**config.mk**
```make
export PLATFORM = sky130hd
export DESIGN_NAME = io_cycle_seq
export DESIGN_NICKNAME = d
export VERILOG_FILES = /design/src/rtl/io_seq_pkg.sv /design/src/rtl/io_cfg_reg.sv /design/src/rtl/io_len_calc.sv /design/src/rtl/io_cycle_fsm.sv /design/src/rtl/io_cycle_seq.sv
export SDC_FILE = /design/constraint.sdc
export NUM_CORES = 1
export LEC_CHECK = 0
export BUFFER_PORTS_ARGS = -buffer_cell sky130_fd_sc_hd__clkbuf_2
export CORE_MARGIN = 5
export CORE_UTILIZATION = 45
export CTS_BUF_LIST = sky130_fd_sc_hd__clkbuf_16
export DETAILED_ROUTE_END_ITERATION = 10
export PLACE_DENSITY = 0.76
export SYNTH_ARGS = -nofsm -noshare
export SYNTH_HDL_FRONTEND = slang
export SYNTH_SLANG_ARGS = --single-unit
```
**constraint.sdc**
```tcl
create_clock -name clk -period 2.6 [get_ports clk]
set_clock_uncertainty 0.15 [all_clocks]
set_input_delay 0.39 -clock clk [delete_from_list [all_inputs] [get_ports clk]]
set_output_delay 0.39 -clock clk [all_outputs]
set_load 0.01 [all_outputs]
```
**src/rtl/io_seq_pkg.sv**
```systemverilog
package io_seq_pkg;
   localparam int GRP_W = 4;

   // Per-window settings, bit 3 down to bit 0.
   typedef struct packed {
      logic ext16;    // bit 3: extra wait state on 16-bit cycles
      logic fast8;    // bit 2: short 8-bit cycle
      logic use_card; // bit 1: width from the card sense line
      logic size16;   // bit 0: fixed width, 1 = 16-bit
   } win_grp_t;
endpackage

```
**src/rtl/io_cfg_reg.sv**
```systemverilog
module io_cfg_reg
   import io_seq_pkg::*;
#(
   parameter int NUM_WIN = 2,
   localparam int REG_W = NUM_WIN * GRP_W
) (
   input  logic                    clk,
   input  logic                    rst_n,
   input  logic                    we,
   input  logic [REG_W-1:0]        wdata,
   output logic [REG_W-1:0]        rdata,
   output win_grp_t [NUM_WIN-1:0]  grp
);
   logic [REG_W-1:0] reg_q;

   always_ff @(posedge clk or negedge rst_n) begin
      if (!rst_n)  reg_q <= '0;
      else if (we) reg_q <= wdata;
   end

   assign rdata = reg_q;

   for (genvar w = 0; w < NUM_WIN; w++) begin : g_grp
      assign grp[w] = win_grp_t'(reg_q[w*GRP_W +: GRP_W]);
   end
endmodule

```
**src/rtl/io_len_calc.sv**
```systemverilog
module io_len_calc
   import io_seq_pkg::*;
#(
   parameter int NUM_WIN   = 2,
   parameter int LEN8_STD  = 6,
   parameter int LEN8_FAST = 3,
   parameter int LEN16_STD = 3,
   parameter int WAIT_CLKS = 1,
   parameter int CNT_W     = 3,
   localparam int SEL_W    = (NUM_WIN > 1) ? $clog2(NUM_WIN) : 1
) (
   input  win_grp_t [NUM_WIN-1:0]  grp,
   input  logic [SEL_W-1:0]        sel,
   input  logic                    card_is16,
   output logic                    wide,
   output logic [CNT_W-1:0]        len
);
   localparam logic [CNT_W-1:0] L8S  = CNT_W'(LEN8_STD);
   localparam logic [CNT_W-1:0] L8F  = CNT_W'(LEN8_FAST);
   localparam logic [CNT_W-1:0] L16S = CNT_W'(LEN16_STD);
   localparam logic [CNT_W-1:0] L16E = CNT_W'(LEN16_STD + WAIT_CLKS);

   logic [NUM_WIN-1:0] wide_w;
   logic [CNT_W-1:0]   len_w [NUM_WIN];

   for (genvar w = 0; w < NUM_WIN; w++) begin : g_win
      always_comb begin
         wide_w[w] = grp[w].use_card ? card_is16 : grp[w].size16;
         if (wide_w[w]) len_w[w] = grp[w].ext16 ? L16E : L16S;
         else           len_w[w] = grp[w].fast8 ? L8F : L8S;
      end
   end

   assign wide = wide_w[sel];
   assign len  = len_w[sel];
endmodule

```
**src/rtl/io_cycle_fsm.sv**
```systemverilog
module io_cycle_fsm #(
   parameter int CNT_W = 3
) (
   input  logic             clk,
   input  logic             rst_n,
   input  logic             req,
   input  logic             wide_in,
   input  logic [CNT_W-1:0] len_in,
   output logic             busy,
   output logic             done,
   output logic             wide
);
   logic             busy_q;
   logic             wide_q;
   logic [CNT_W-1:0] left_q;

   always_ff @(posedge clk or negedge rst_n) begin
      if (!rst_n) begin
         busy_q <= 1'b0;
         wide_q <= 1'b0;
         left_q <= '0;
      end else if (!busy_q) begin
         if (req) begin
            busy_q <= 1'b1;
            wide_q <= wide_in;
            left_q <= len_in - CNT_W'(1);
         end
      end else if (left_q == '0) begin
         busy_q <= 1'b0;
      end else begin
         left_q <= left_q - CNT_W'(1);
      end
   end

   assign busy = busy_q;
   assign done = busy_q && (left_q == '0);
   assign wide = wide_q;
endmodule

```
**src/rtl/io_cycle_seq.sv**
```systemverilog
module io_cycle_seq
   import io_seq_pkg::*;
#(
   parameter int NUM_WIN   = 2,
   parameter int LEN8_STD  = 6,
   parameter int LEN8_FAST = 3,
   parameter int LEN16_STD = 3,
   parameter int WAIT_CLKS = 1,
   localparam int REG_W    = NUM_WIN * GRP_W,
   localparam int SEL_W    = (NUM_WIN > 1) ? $clog2(NUM_WIN) : 1,
   localparam int LEN16_EXT = LEN16_STD + WAIT_CLKS,
   localparam int MAX_A    = (LEN8_STD > LEN8_FAST) ? LEN8_STD : LEN8_FAST,
   localparam int MAX_B    = (LEN16_EXT > LEN16_STD) ? LEN16_EXT : LEN16_STD,
   localparam int MAX_LEN  = (MAX_A > MAX_B) ? MAX_A : MAX_B,
   localparam int CNT_W    = $clog2(MAX_LEN + 1)
) (
   input  logic             clk,
   input  logic             rst_n,
   input  logic             cfg_we,
   input  logic [REG_W-1:0] cfg_wdata,
   output logic [REG_W-1:0] cfg_rdata,
   input  logic             req,
   input  logic [SEL_W-1:0] win_sel,
   input  logic             card_is16,
   output logic             busy,
   output logic             done,
   output logic             wide
);
   if (NUM_WIN < 2 || (1 << SEL_W) != NUM_WIN) begin : g_bad_win
      $error("NUM_WIN must be a power of two, at least 2");
   end
   if (LEN8_STD < 1 || LEN8_FAST < 1 || LEN16_STD < 1 || WAIT_CLKS < 0) begin : g_bad_len
      $error("cycle lengths must be at least one clock");
   end

   win_grp_t [NUM_WIN-1:0] grp;
   logic                   wide_sel;
   logic [CNT_W-1:0]       len_sel;

   io_cfg_reg #(.NUM_WIN(NUM_WIN)) u_cfg (
      .clk   (clk),
      .rst_n (rst_n),
      .we    (cfg_we),
      .wdata (cfg_wdata),
      .rdata (cfg_rdata),
      .grp   (grp)
   );

   io_len_calc #(
      .NUM_WIN   (NUM_WIN),
      .LEN8_STD  (LEN8_STD),
      .LEN8_FAST (LEN8_FAST),
      .LEN16_STD (LEN16_STD),
      .WAIT_CLKS (WAIT_CLKS),
      .CNT_W     (CNT_W)
   ) u_len (
      .grp       (grp),
      .sel       (win_sel),
      .card_is16 (card_is16),
      .wide      (wide_sel),
      .len       (len_sel)
   );

   io_cycle_fsm #(.CNT_W(CNT_W)) u_fsm (
      .clk     (clk),
      .rst_n   (rst_n),
      .req     (req),
      .wide_in (wide_sel),
      .len_in  (len_sel),
      .busy    (busy),
      .done    (done),
      .wide    (wide)
   );
endmodule

```
==> results of run 1 <==
## worst paths after layout
check	start	end	slack, ns	cells after the start
max	u_cfg.grp[5]	u_fsm.left_q[2]	0.23	8
min	cfg_wdata[7]	u_cfg.grp[7]	0.21	3
max reg2reg	u_cfg.grp[5]	u_fsm.left_q[2]	0.23	8
min reg2reg	u_fsm.wide	u_fsm.wide	0.33	2
max in group asynchronous	rst_n	u_cfg.grp[4]	1.62	2
min in group asynchronous	rst_n	u_fsm.busy	0.43	2
## sequential cells by signal (all words and copies together) (netlist names)
name	cells
u_cfg.grp	8
u_fsm.wide	1
u_fsm.busy	1
u_fsm.left_q	3
## report_power, final
part,internal (µW),total [µW],switching [µW]
Sequential,255,312,57.2
Combinational,139,271,131
Clock,202,278,76.0
Total,596,861,265
## metrics by stage
stage	hold slack [ns]	util, %	instance area (µm²)
floorplan	-0.0556	-	642
global placement	0.150	58.7	773
finish	0.214	65.4	862
global route	0.232	65.4	862
CTS	0.212	65.4	862
detailed placement	0.151	58.7	773
## cell type report
| type | instances | share of cell area (%) |
|---|---|---|
| sequential | 13 | 37.7 |
| timing repair buffer | 25 | 15.1 |
| inverter | 1 | 0.435 |
| multi-input combinational | 40 | 35.4 |
| clock buffer | 3 | 8.71 |
| tap | 15 | 2.18 |
| clock inverter | 1 | 0.435 |
## cells by family after synthesis
logic type      Yosys count  share of synthesized area (%)
compound gates           11                           12.3
simple gates             15                           10.9
buf+inv                   3                           1.75
flops                    13                           50.7
mux                      12                           21.1
fa+ha+maj                 1                           1.95
xor+xnor                  1                           1.36
## routing by layer
| layer | wire (µm) | vias up | track usage (%) |
|---|---|---|---|
| met5 | 0 | - | 0 |
| met4 | 11 | 0 | 7.53 |
| met3 | 98 | 2 | 4.51 |
| met2 | 623 | 18 | 22.7 |
| met1 | 544 | 238 | 16.5 |
| li1 | - | 254 | - |
## layout by cell type, fill, tap and decap left out
| master | count |
|---|---|
| mux2_2 | 8 |
| o21ai_0 | 3 |
| dlygate4sd3_1 | 1 |
| a21oi_1 | 2 |
| a211o_1 | 1 |
| a22oi_1 | 1 |
| xor2_1 | 1 |
| mux2_4 | 1 |
| a211oi_2 | 1 |
| clkbuf_16 | 3 |
| inv_1 | 2 |
| clkbuf_2 | 24 |
| dfrtp_1 | 13 |
| nand2b_1 | 2 |
| nor2_1 | 7 |
| o31ai_1 | 1 |
| a311oi_1 | 1 |
| nor3b_1 | 2 |
| o21ai_2 | 1 |
| nor3_1 | 1 |
| ha_1 | 1 |
| nand2_1 | 3 |
| mux2i_1 | 3 |
## worst max-delay path, cell delays in order, from the launching register on
cell	delay (ns)
dfrtp_1	0.40
mux2_4	0.33
mux2i_1	0.14
a211oi_2	0.34
mux2i_1	0.14
ha_1	0.25
mux2_2	0.27
a22oi_1	0.12
o21ai_0	0.11
==> metrics.csv, run 1 <==
stage,metric,value,unit
pwr,worst vdd ir,0.000465,V
critical_path,CP Data Required Time,2.56,ns
routing,drt pass-1 iters,2,
status,outcome,finished clean,
die,Initial Utilization,48.7,%
yosys,synth warn,0,
clock_network,setup bufs post-CTS,0,
yosys,"Seq/Total Area, Yosys",50.7,%
clock_network,CTS tree,done,
die,io pins,25,
routing,Vias,512,
place,Place WS,0.222,ns
yosys,Synth Flop Type,dfrtp_1,
yosys,syn_area_per_cell,11.5,µm²
yosys,Syn Inst Count,56,
yosys,Yosys reg bits,13,
yosys,"top cells by area, synth","dfrtp_1 (51%), mux2_2 (14%), mux2i_1 (4.7%)",
timing,Relative slew margins,76.7,%
die,Core Footprint,0.00132,mm²
routing,Final ANT Viol Nets,0,
yosys,Post-Syn Area,642,µm²
grt,largest net degree at the start of global routing,14,
routing,Residual DRC,0,
cells_and_area,P&R area growth vs syn,34.3,%
cells_and_area,Fill cells,102,
timing,Final Setup Violations,0,
place,Placed Cells,93,
die,DIE HEIGHT,47.8,µm
timing,worst setup margin,0.233,ns
grt,initial antenna violation count,0,
clock_network,Inserted Clock Buffers,3,
grt,number of global-route vias before repair,535,
clock_network,CTS root buffer,clkbuf_16,
critical_path,Worst setup SP type,flop,
grt,GRT Resource Usage Total,14.1,%
critical_path,WP data arrival,2.32,ns
yosys,synth cell count leaders,"dfrtp_1 (13), mux2_2 (8), nor2_1 (7)",
clock_network,Resized cells post-CTS,0,
clock_network,clk_lat worst skew,0.24,ns
grt,GRT Residual Overflow,0,
cells_and_area,area of the multi-input gates,305,µm²
pwr,pwr dens,998,mW/mm²
clock_network,CTS max path bufs,2,
min_path,worst min path class,input pin to flop,
yosys,"count leader, synth",dfrtp_1,
critical_path,Setup crit end kind,flop,
timing,Final Cycle Share,91.0,%
cells_and_area,final cell count without fillers,98,
grt,first-pass GRT wire length,2.19,mm
routing,Avg Vias per Cell,5.22,
routing,Post-Route WL,1.28,mm
timing,final hold vios,0,
clock_network,hold buffer count at cts,1,
yosys,synth unique cells,21,
place,I/O Buffers,24,
yosys,number of synthesized flops with an enable pin,0,
yosys,top cell type's share of synthesized area,50.7,%
die,Chip Width,47.8,µm
timing,maximum clock rate,423,MHz
flow_run,Max-Cap Viols,0,
routing,DR WL/cell,13.0,µm
clock_network,CTS Sinks,13,
cells_and_area,Inserted Diodes,0,
yosys,fraction of registers with async set/reset,100,%
pwr,Lkg Pwr,0.000425,µW
pwr,overall power,861,µW
place,Routability Congestion,0.818,
critical_path,crit path kind,flop to flop,
clock_network,Worst-path clk slew,0.04,ns
timing,fin crit period,2.37,ns
cells_and_area,register area,325,µm²
die,row count,13,
cells_and_area,# nets final,99,
timing,Final TNS setup,0,ns
place,dpl hpwl,991,µm
timing,Final Max Tran Viols,0,
routing,1st-iter DRT viols,5,
die,die area,0.00228,mm²
timing,RSZ-0062 raised after global routing,false,
yosys,leading area contributor after synthesis,dfrtp_1,
clock_network,CTS H-tree lvls,1,
timing,Slew @ Worst Pin,0.347,ns
yosys,syn nets,71,
cells_and_area,share of cells above drive strength 1,45.8,%
critical_path,crit path max fanout,3,
Note: power is estimated with default switching activity, not from simulation.
==> inputs of run 2 (changes only) <==
- CORE_UTILIZATION: 45 -> 41
- PLACE_DENSITY: 0.76 -> 0.73
- clock period: 2.6 -> 2.1 ns (I/O delays scaled with it)
==> metrics.csv, run 2 (synthesis gave the netlist of run 1 again) <==
stage,metric,value,unit
grt,first-pass GRT wire length,2.72,mm
routing,drt pass-1 iters,4,
die,Core Footprint,0.00149,mm²
timing,final hold vios,0,
clock_network,Worst-path clk slew,0.05,ns
clock_network,CTS max path bufs,2,
die,io pins,25,
critical_path,CP bufs+invs,0,
cells_and_area,Fill cells,117,
critical_path,crit path kind,flop to flop,
status,failing checks,setup timing,
critical_path,WP data arrival,2.21,ns
die,DIE HEIGHT,49.6,µm
cells_and_area,P&R area growth vs syn,55.2,%
timing,Slew @ Worst Pin,0.330,ns
routing,Post-Route WL,1.73,mm
cells_and_area,register area,325,µm²
timing,worst setup margin,-0.148,ns
clock_network,Inserted Clock Buffers,3,
grt,initial antenna violation count,0,
cells_and_area,"Core Util, Final",66.9,%
pwr,logic gate share of total power,37.2,%
min_path,worst min path class,input pin to flop,
routing,1st-iter DRT viols,22,
die,Chip Width,49.6,µm
die,die area,0.00246,mm²
cells_and_area,"commonest non-fill, non-tap cell in the layout",clkbuf_2,
cells_and_area,# nets final,110,
clock_network,CTS H-tree lvls,1,
place,Routability Congestion,0.815,
routing,Vias,602,
timing,Relative slew margins,77.8,%
cells_and_area,most frequent cells in the layout,"clkbuf_2 (24), dfrtp_1 (13), buf_4 (11)",
place,dpl hpwl,1.08,mm
critical_path,CP Data Required Time,2.06,ns
timing,Final Cycle Share,107,%
clock_network,CTS tree,done,
grt,GRT Resource Usage Total,14.2,%
timing,fin crit period,2.25,ns
cells_and_area,Inserted Diodes,0,
grt,number of global-route vias before repair,621,
grt,GRT Residual Overflow,0,
pwr,Sw Share,32.1,%
timing,Final Setup Violations,1,
clock_network,clk_lat worst skew,0.24,ns
routing,Avg Vias per Cell,5.47,
pwr,Lkg Pwr,0.000486,µW
critical_path,"delay-heaviest family, CP",multiplexers,
pwr,Internal,811,µW
pwr,Reg power frac,33.4,%
critical_path,crit-path cells,"mux2i_4, nor3b_4, a211oi_2, mux2i_1, ha_2, mux2_4, a22oi_2, o21ai_1",
critical_path,Setup crit end kind,flop,
clock_network,CTS root buffer,clkbuf_16,
routing,Residual DRC,0,
critical_path,delay of the slowest critical-path stage,0.41,ns
timing,Final Max Tran Viols,0,
die,Initial Utilization,43.1,%
routing,Final ANT Viol Nets,0,
timing,RSZ-0062 raised after global routing,true,
pwr,worst vdd ir,0.000713,V
routing,DR WL/cell,15.7,µm
cells_and_area,area of the multi-input gates,355,µm²
pwr,pwr dens,1200,mW/mm²
clock_network,CTS Sinks,13,
cells_and_area,number of flip-flops in the largest register,8,
place,I/O Buffers,24,
critical_path,CP max-delay cell,dfrtp_1,
flow_run,Max-Cap Viols,0,
place,Placed Cells,100,
cells_and_area,share of cells above drive strength 1,59.6,%
die,row count,14,
pwr,Net Switching,383,µW
critical_path,crit path max fanout,3,
cells_and_area,final cell count without fillers,110,
status,outcome,"complete, but fails checks",
pwr,Clk pwr share,29.4,%
timing,maximum clock rate,445,MHz
critical_path,Worst setup SP type,flop,
grt,largest net degree at the start of global routing,14,
[run 2: metal layers]
layer | global-route usage, % | vias to the layer above | wire, µm
li1 | - | 280 | -
met5 | 0 | - | 0
met1 | 15.3 | 292 | 661
met4 | 6.55 | 0 | 26
met3 | 6.33 | 4 | 149
met2 | 23.5 | 26 | 887
[run 2: cell type report]
type,instances,area share [%]
Clock buffer,3,7.54
Clock inverter,1,0.377
Inverter,1,0.377
Multi-Input combinational cell,40,35.7
Sequential cell,13,32.7
Tap cell,16,2.01
Timing Repair Buffer,36,21.4
[run 2: final timing paths]
| kind | start | to | slack [ns] | cells after the start |
|---|---|---|---|---|
| worst max-delay path | u_cfg.grp[1] | u_fsm.left_q[2] | -0.15 | 8 |
| worst min-delay path | cfg_wdata[7] | u_cfg.grp[7] | 0.13 | 3 |
| worst max register to register | u_cfg.grp[1] | u_fsm.left_q[2] | -0.15 | 8 |
| worst min register to register | u_fsm.wide | u_fsm.wide | 0.35 | 2 |
| max in group asynchronous | rst_n | u_cfg.grp[2] | 1.20 | 2 |
| min in group asynchronous | rst_n | u_cfg.grp[1] | 0.35 | 2 |
[run 2: power by group through the flow]
stage | registers (µW) | clock network (µW) | logic [µW]
floorplan | 377 | 0 | 247
global placement | 386 | 0 | 368
detailed placement | 390 | 0 | 373
CTS | 390 | 359 | 414
global route | 410 | 374 | 494
finish | 398 | 351 | 444
[run 2: repair_timing]
action,in CTS,in global routing
hold buffers,1,0
gates resized for setup,3,6
pin swaps,2,2
buffers inserted,3,2
gates cloned,0,0
hold endpoints to repair,13,0
endpoints found under the setup margin,1,2
[run 2: worst min-delay path: cells and delay by family]
family                 cells  cell delay [ns]
buffers and inverters      1             0.07
AO/OA/AOI/OAI              1             0.05
AND/OR/NAND/NOR            1             0.04
[run 2: through the flow]
stage	TNS [ns]	hold WS, ns	area (µm²)	setup WS [ns]	power, µW
after floorplan	-0.0418	-0.131	644	-0.0418	624
after global placement	-0.0267	0.0773	822	-0.0267	753
after detailed placement	-0.100	0.0787	822	-0.100	763
after CTS	-0.0789	0.135	947	-0.0789	1160
after global routing	-0.253	0.153	996	-0.248	1280
final	-0.148	0.133	996	-0.148	1190
